### src/rtl/msi_pq_pkg.sv
package msi_pq_pkg;
  // entry layout after byte swap
  localparam int ENT_W      = 64;
  localparam int ENT_BYTES  = ENT_W / 8;
  localparam int SRVF_W     = 16;
  localparam int SRV_LSB    = 48;
  localparam int SRV_SKIP   = 2;
  localparam int SRV_OUT_W  = SRVF_W - SRV_SKIP;
  localparam int GEN_W      = 2;
  localparam int GEN_LSB    = 25;
  localparam int P_BIT      = 24;
  localparam int Q_BIT      = 16;
  localparam int PRIO_W     = 8;
  localparam int PRIO_LSB   = 0;
  localparam int P_BYTE_OFS = 4;
  localparam int Q_BYTE_OFS = 5;
  localparam int NARROW_SH  = 4;
  localparam int WIDE_SH    = 7;

  typedef enum logic [1:0] {ACT_DROP, ACT_SET_Q, ACT_SET_P} act_e;
  typedef enum logic [2:0] {ST_IDLE, ST_CHECK, ST_WAIT, ST_DECIDE, ST_PRESENT} st_e;
endpackage

### src/rtl/msi_ent_locator.sv
module msi_ent_locator
  import msi_pq_pkg::*;
#(
  parameter int ADDR_W = 32,
  parameter int SRC_W  = 11
) (
  input  logic [SRC_W-1:0]  src,
  input  logic              tbl_en,
  input  logic [SRC_W:0]    tbl_len,
  input  logic [ADDR_W-1:0] tbl_base,
  input  logic              wide_ent,
  output logic [ADDR_W-1:0] ent_addr,
  output logic              in_range
);
  logic [ADDR_W-1:0] src_ext;
  logic [ADDR_W-1:0] stride_ofs;

  assign src_ext    = ADDR_W'(src);
  assign stride_ofs = wide_ent ? (src_ext << WIDE_SH) : (src_ext << NARROW_SH);
  assign ent_addr   = tbl_base + stride_ofs;
  assign in_range   = tbl_en && ({1'b0, src} < tbl_len);
endmodule

### src/rtl/msi_ent_decoder.sv
module msi_ent_decoder
  import msi_pq_pkg::*;
(
  input  logic [ENT_W-1:0]     raw,
  input  logic                 force_pq,
  output logic [SRV_OUT_W-1:0] dest_srv,
  output logic [PRIO_W-1:0]    prio,
  output logic [GEN_W-1:0]     gen,
  output act_e                 act
);
  logic [ENT_W-1:0] swapped;
  logic [1:0]       pq;
  logic             unused_bits;

  // big-endian entry: byte lane g holds offset g
  for (genvar g = 0; g < ENT_BYTES; g++) begin : g_swap
    assign swapped[ENT_W-1-8*g -: 8] = raw[8*g +: 8];
  end

  assign dest_srv = swapped[SRV_LSB+SRV_SKIP +: SRV_OUT_W];
  assign prio     = swapped[PRIO_LSB +: PRIO_W];
  assign gen      = swapped[GEN_LSB +: GEN_W];
  assign pq       = force_pq ? 2'b00 : {swapped[P_BIT], swapped[Q_BIT]};

  assign unused_bits = ^{swapped[SRV_LSB +: SRV_SKIP], swapped[SRV_LSB-1:GEN_LSB+GEN_W],
                         swapped[P_BIT-1:Q_BIT+1], swapped[Q_BIT-1:PRIO_LSB+PRIO_W]};

  always_comb begin
    unique case (pq)
      2'b00:   act = (prio == '1) ? ACT_SET_Q : ACT_SET_P;
      2'b10:   act = ACT_SET_Q;
      default: act = ACT_DROP;
    endcase
  end
endmodule

### src/rtl/msi_pq_engine.sv
module msi_pq_engine
  import msi_pq_pkg::*;
#(
  parameter int ADDR_W = 32,
  parameter int SRC_W  = 11,
  parameter int GSRC_W = 20
) (
  input  logic                 clk,
  input  logic                 rst,
  input  logic                 req_valid,
  output logic                 req_ready,
  input  logic [SRC_W-1:0]     req_src,
  input  logic                 req_force,
  input  logic                 cfg_tbl_en,
  input  logic [SRC_W:0]       cfg_tbl_len,
  input  logic [ADDR_W-1:0]    cfg_tbl_base,
  input  logic                 cfg_wide_ent,
  input  logic [GSRC_W-1:0]    cfg_src_ofs,
  output logic                 rd_req,
  output logic [ADDR_W-1:0]    rd_addr,
  input  logic                 rd_rvalid,
  input  logic [ENT_W-1:0]     rd_rdata,
  output logic                 wr_en,
  output logic [ADDR_W-1:0]    wr_addr,
  output logic [7:0]           wr_data,
  output logic                 irq_valid,
  input  logic                 irq_ready,
  output logic [SRV_OUT_W-1:0] irq_server,
  output logic [GSRC_W-1:0]    irq_src,
  output logic [PRIO_W-1:0]    irq_prio,
  output logic                 busy,
  output logic                 err
);
  st_e                  state;
  logic [SRC_W-1:0]     src_q;
  logic                 force_q;
  logic [ENT_W-1:0]     raw_q;
  logic [ADDR_W-1:0]    loc_addr;
  logic                 loc_ok;
  logic [SRV_OUT_W-1:0] dec_srv;
  logic [PRIO_W-1:0]    dec_prio;
  logic [GEN_W-1:0]     dec_gen;
  act_e                 dec_act;

  msi_ent_locator #(.ADDR_W(ADDR_W), .SRC_W(SRC_W)) u_loc (
    .src      (src_q),
    .tbl_en   (cfg_tbl_en),
    .tbl_len  (cfg_tbl_len),
    .tbl_base (cfg_tbl_base),
    .wide_ent (cfg_wide_ent),
    .ent_addr (loc_addr),
    .in_range (loc_ok)
  );

  msi_ent_decoder u_dec (
    .raw      (raw_q),
    .force_pq (force_q),
    .dest_srv (dec_srv),
    .prio     (dec_prio),
    .gen      (dec_gen),
    .act      (dec_act)
  );

  assign busy      = (state != ST_IDLE);
  assign req_ready = (state == ST_IDLE);

  always_ff @(posedge clk) begin
    if (rst) begin
      state      <= ST_IDLE;
      src_q      <= '0;
      force_q    <= 1'b0;
      raw_q      <= '0;
      rd_req     <= 1'b0;
      rd_addr    <= '0;
      wr_en      <= 1'b0;
      wr_addr    <= '0;
      wr_data    <= '0;
      irq_valid  <= 1'b0;
      irq_server <= '0;
      irq_src    <= '0;
      irq_prio   <= '0;
      err        <= 1'b0;
    end else begin
      rd_req <= 1'b0;
      wr_en  <= 1'b0;
      err    <= 1'b0;
      unique case (state)
        ST_IDLE: if (req_valid) begin
          src_q   <= req_src;
          force_q <= req_force;
          state   <= ST_CHECK;
        end
        ST_CHECK: if (!loc_ok) begin
          err   <= 1'b1;
          state <= ST_IDLE;
        end else begin
          rd_req  <= 1'b1;
          rd_addr <= loc_addr;
          state   <= ST_WAIT;
        end
        ST_WAIT: if (rd_rvalid) begin
          raw_q <= rd_rdata;
          state <= ST_DECIDE;
        end
        ST_DECIDE: begin
          unique case (dec_act)
            ACT_SET_P: begin
              wr_en      <= 1'b1;
              wr_addr    <= rd_addr + ADDR_W'(P_BYTE_OFS);
              wr_data    <= {{(8-GEN_W-1){1'b0}}, dec_gen, 1'b1};
              irq_valid  <= 1'b1;
              irq_server <= dec_srv;
              irq_src    <= GSRC_W'(src_q) + cfg_src_ofs;
              irq_prio   <= dec_prio;
              state      <= ST_PRESENT;
            end
            ACT_SET_Q: begin
              wr_en   <= 1'b1;
              wr_addr <= rd_addr + ADDR_W'(Q_BYTE_OFS);
              wr_data <= 8'h01;
              state   <= ST_IDLE;
            end
            default: state <= ST_IDLE;
          endcase
        end
        ST_PRESENT: if (irq_ready) begin
          irq_valid <= 1'b0;
          state     <= ST_IDLE;
        end
        default: state <= ST_IDLE;
      endcase
    end
  end
endmodule

### config.mk
export PLATFORM = sky130hd
export DESIGN_NAME = msi_pq_engine
export DESIGN_NICKNAME = d
export VERILOG_FILES = /design/src/rtl/msi_pq_pkg.sv /design/src/rtl/msi_ent_locator.sv /design/src/rtl/msi_ent_decoder.sv /design/src/rtl/msi_pq_engine.sv
export SDC_FILE = /design/constraint.sdc
export NUM_CORES = 1
export LEC_CHECK = 0
export BUFFER_PORTS_ARGS = -buffer_cell sky130_fd_sc_hd__buf_2
export CORE_ASPECT_RATIO = 1.25
export CORE_MARGIN = 3
export CORE_UTILIZATION = 45
export CTS_BUF_LIST = sky130_fd_sc_hd__clkbuf_2
export CTS_CLUSTER_DIAMETER = 100
export DETAILED_ROUTE_END_ITERATION = 12
export PLACE_DENSITY = 0.7
export SLEW_MARGIN = 10
export SYNTH_ARGS = -nofsm -noshare
export SYNTH_HDL_FRONTEND = slang
export SYNTH_HIERARCHICAL = 1
export SYNTH_SLANG_ARGS = --single-unit
export TNS_END_PERCENT = 50
### constraint.sdc
create_clock -name clk -period 3.3 [get_ports clk]
set_clock_uncertainty 0.2 [all_clocks]
set_input_delay 0.495 -clock clk [delete_from_list [all_inputs] [get_ports clk]]
set_output_delay 0.495 -clock clk [all_outputs]
set_load 0.02 [all_outputs]
==> results_dict.tcl <==
set metrics [dict create \
    overflow 0 \
    fillers 1683 \
    fin_crit_sh 0.956 \
    antenna_found_initial 1 \
    powerDensity_mw_per_mm2 373 \
    nets 1520 \
    path_clk_slew_ns 0.24 \
    leakagePower_nw 4.53 \
    drt_iter0_drc 409 \
    first_pass_iters 5 \
    cts_buffers 17 \
    finalCriticalPeriod_ns 3.16 \
    final_area_mm2 0.0106 \
    gp_congestion 0.874 \
    clock_sinks 154 \
    core_mm2 0.0182 \
    worst_slew_pin_slew_ns 0.858 \
    grt_pass1_vias 7693 \
    fin_ws_ns 0.144 \
    wl_per_cell_um 14.7 \
    dpl_worst_slack_ns 0.0399 \
    row_count 55 \
    finalHoldViolCount 0 \
    ant_nets 0 \
    vdd_drop_max_mv 0.222 \
    syn_inst 1075 \
    clkLatencyLatePin_ns 0.70 \
    hold_start "cfg_tbl_base[19]" \
    placed_cell_area_mm2 0.00950 \
    die-area_mm2 0.0203 \
    post_cts_buffers 0 \
    relSlewSlack 0.428 \
    route.final.wire_length_mm 23.1 \
    route.vias.total 8102 \
    grt_max_degree 79 \
    grt_usage 0.222 \
    htree_levels 4 \
    area_growth_pct 26.8 \
    rsz0062_at_grt "false" \
    ioPinCount 267 \
    cts_tree "yes" \
    syn_area_mm2 0.00838 \
    cts-root-buf "clkbuf_2" \
    cp_max_fo 21 \
    via_per_inst 5.15 \
    startpoint "raw_q[57]" \
    endpoint_kind "flop" \
    io_buffers 223 \
    hold_class "in2reg" \
    fmax_mhz 317 \
    drive_gt1_frac 0.224 \
    finalSetupTns_ns 0 \
    initial_core_util 0.461 \
    cp.arrival_ns 3.59 \
    final_util 0.585 \
    drv_cap 0 \
    hpwl_mm 16.6 \
    start_kind "flop" \
    setup_violations 0 \
    rr_startpoint "raw_q[57]" \
    die_h_um 159 \
    crit_type "reg2reg" \
    syn_area_per_cell_um2 7.79 \
    detail_route.drc_violations 0 \
    outcome "finished, final reports clean" \
    drv_slew 0 \
    crit_required_ns 3.74 \
    cts_buffer_depth 2 \
    ys_warn_count 6 \
    grt_pass1_wl_mm 36.7 \
    die_w_um 128 \
]
==> power breakdown <==
part,total [mW],switching [mW],internal (mW)
combinational,0.766,0.417,0.349
clock,1.21,0.700,0.510
sequential,1.98,0.0673,1.91
total,3.96,1.18,2.77
==> per-stage QoR <==
step | hold WS [ns] | instances | power, mW
after floorplan | 0.237 | 1079 | 2.47
after global placement | 0.236 | 1457 | 2.69
after detailed placement | 0.241 | 1457 | 2.70
after CTS | 0.0113 | 1571 | 4.00
after global routing | 0.0356 | 1572 | 4.16
final | 0.109 | 1572 | 3.96
==> critical path, cell delays in order (launching register included) <==
cell	delay (ns)
dfxtp_1	0.38
nand4_1	0.12
nor2_2	0.06
a2bb2oi_2	0.16
inv_1	0.06
ha_1	0.18
and3_1	0.69
buf_4	0.33
a21oi_1	0.06
a311oi_1	0.26
dlygate4sd3_1	0.59
==> metal layers <==
metal	vias to the layer above	GRT usage	routed length, um
met4	0	0.0768	490
met1	3693	0.247	9170
met3	30	0.0490	1330
met5	-	0	0
met2	241	0.414	12100
li1	4138	-	-
==> sequential cells by signal, indices dropped and copies added (netlist names) <==
| name | cells |
|---|---|
| irq_server | 14 |
| irq_prio | 8 |
| state | 3 |
| rd_req | 1 |
| irq_src | 20 |
| force_q | 1 |
| raw_q | 26 |
| src_q | 11 |
| err | 1 |
| rd_addr | 32 |
| irq_valid | 1 |
| wr_addr | 32 |
| wr_data | 3 |
| wr_en | 1 |
==> final timing paths <==
kind	cells past startpoint	slack (ns)	endpoint
worst min register to register	2	0.26	irq_server[9]
worst max register to register	10	0.14	state[2]
worst min-delay path	4	0.11	rd_addr[19]
worst max-delay path	10	0.14	state[2]
==> repair_timing <==
action	4_1_cts	5_1_grt
endpoints found under the setup margin	0	2
hold endpoints to repair	77	0
hold buffers	83	0
resized for setup	0	1
==> placed cells by master (no fill, tap or decap), drive strengths merged, types with 9 or more instances in the layout <==
| cell type | instances |
|---|---|
| ha | 40 |
| inv | 30 |
| o21ai | 26 |
| xor2 | 26 |
| nor2 | 74 |
| nor2b | 10 |
| clkbuf | 18 |
| nand4 | 15 |
| a211oi | 34 |
| nor3 | 10 |
| xnor2 | 41 |
| buf | 244 |
| a21o | 10 |
| a21oi | 131 |
| nand3 | 21 |
| and3 | 9 |
| dlygate4sd3 | 83 |
| nand2b | 10 |
| dfxtp | 154 |
| nand2 | 253 |
==> final cells by class <==
type	count	area (um^2)	area share
Tap cell	228	285	0.0268
Clock inverter	13	193	0.0181
Inverter	26	97.6	0.00919
Clock buffer	18	90.1	0.00848
Sequential cell	154	3080	0.290
Timing Repair Buffer	327	2140	0.202
Multi-Input combinational cell	805	4730	0.445
Antenna cell	1	2.50	0.000236
No activity file was read; power rests on OpenSTA's default activity.
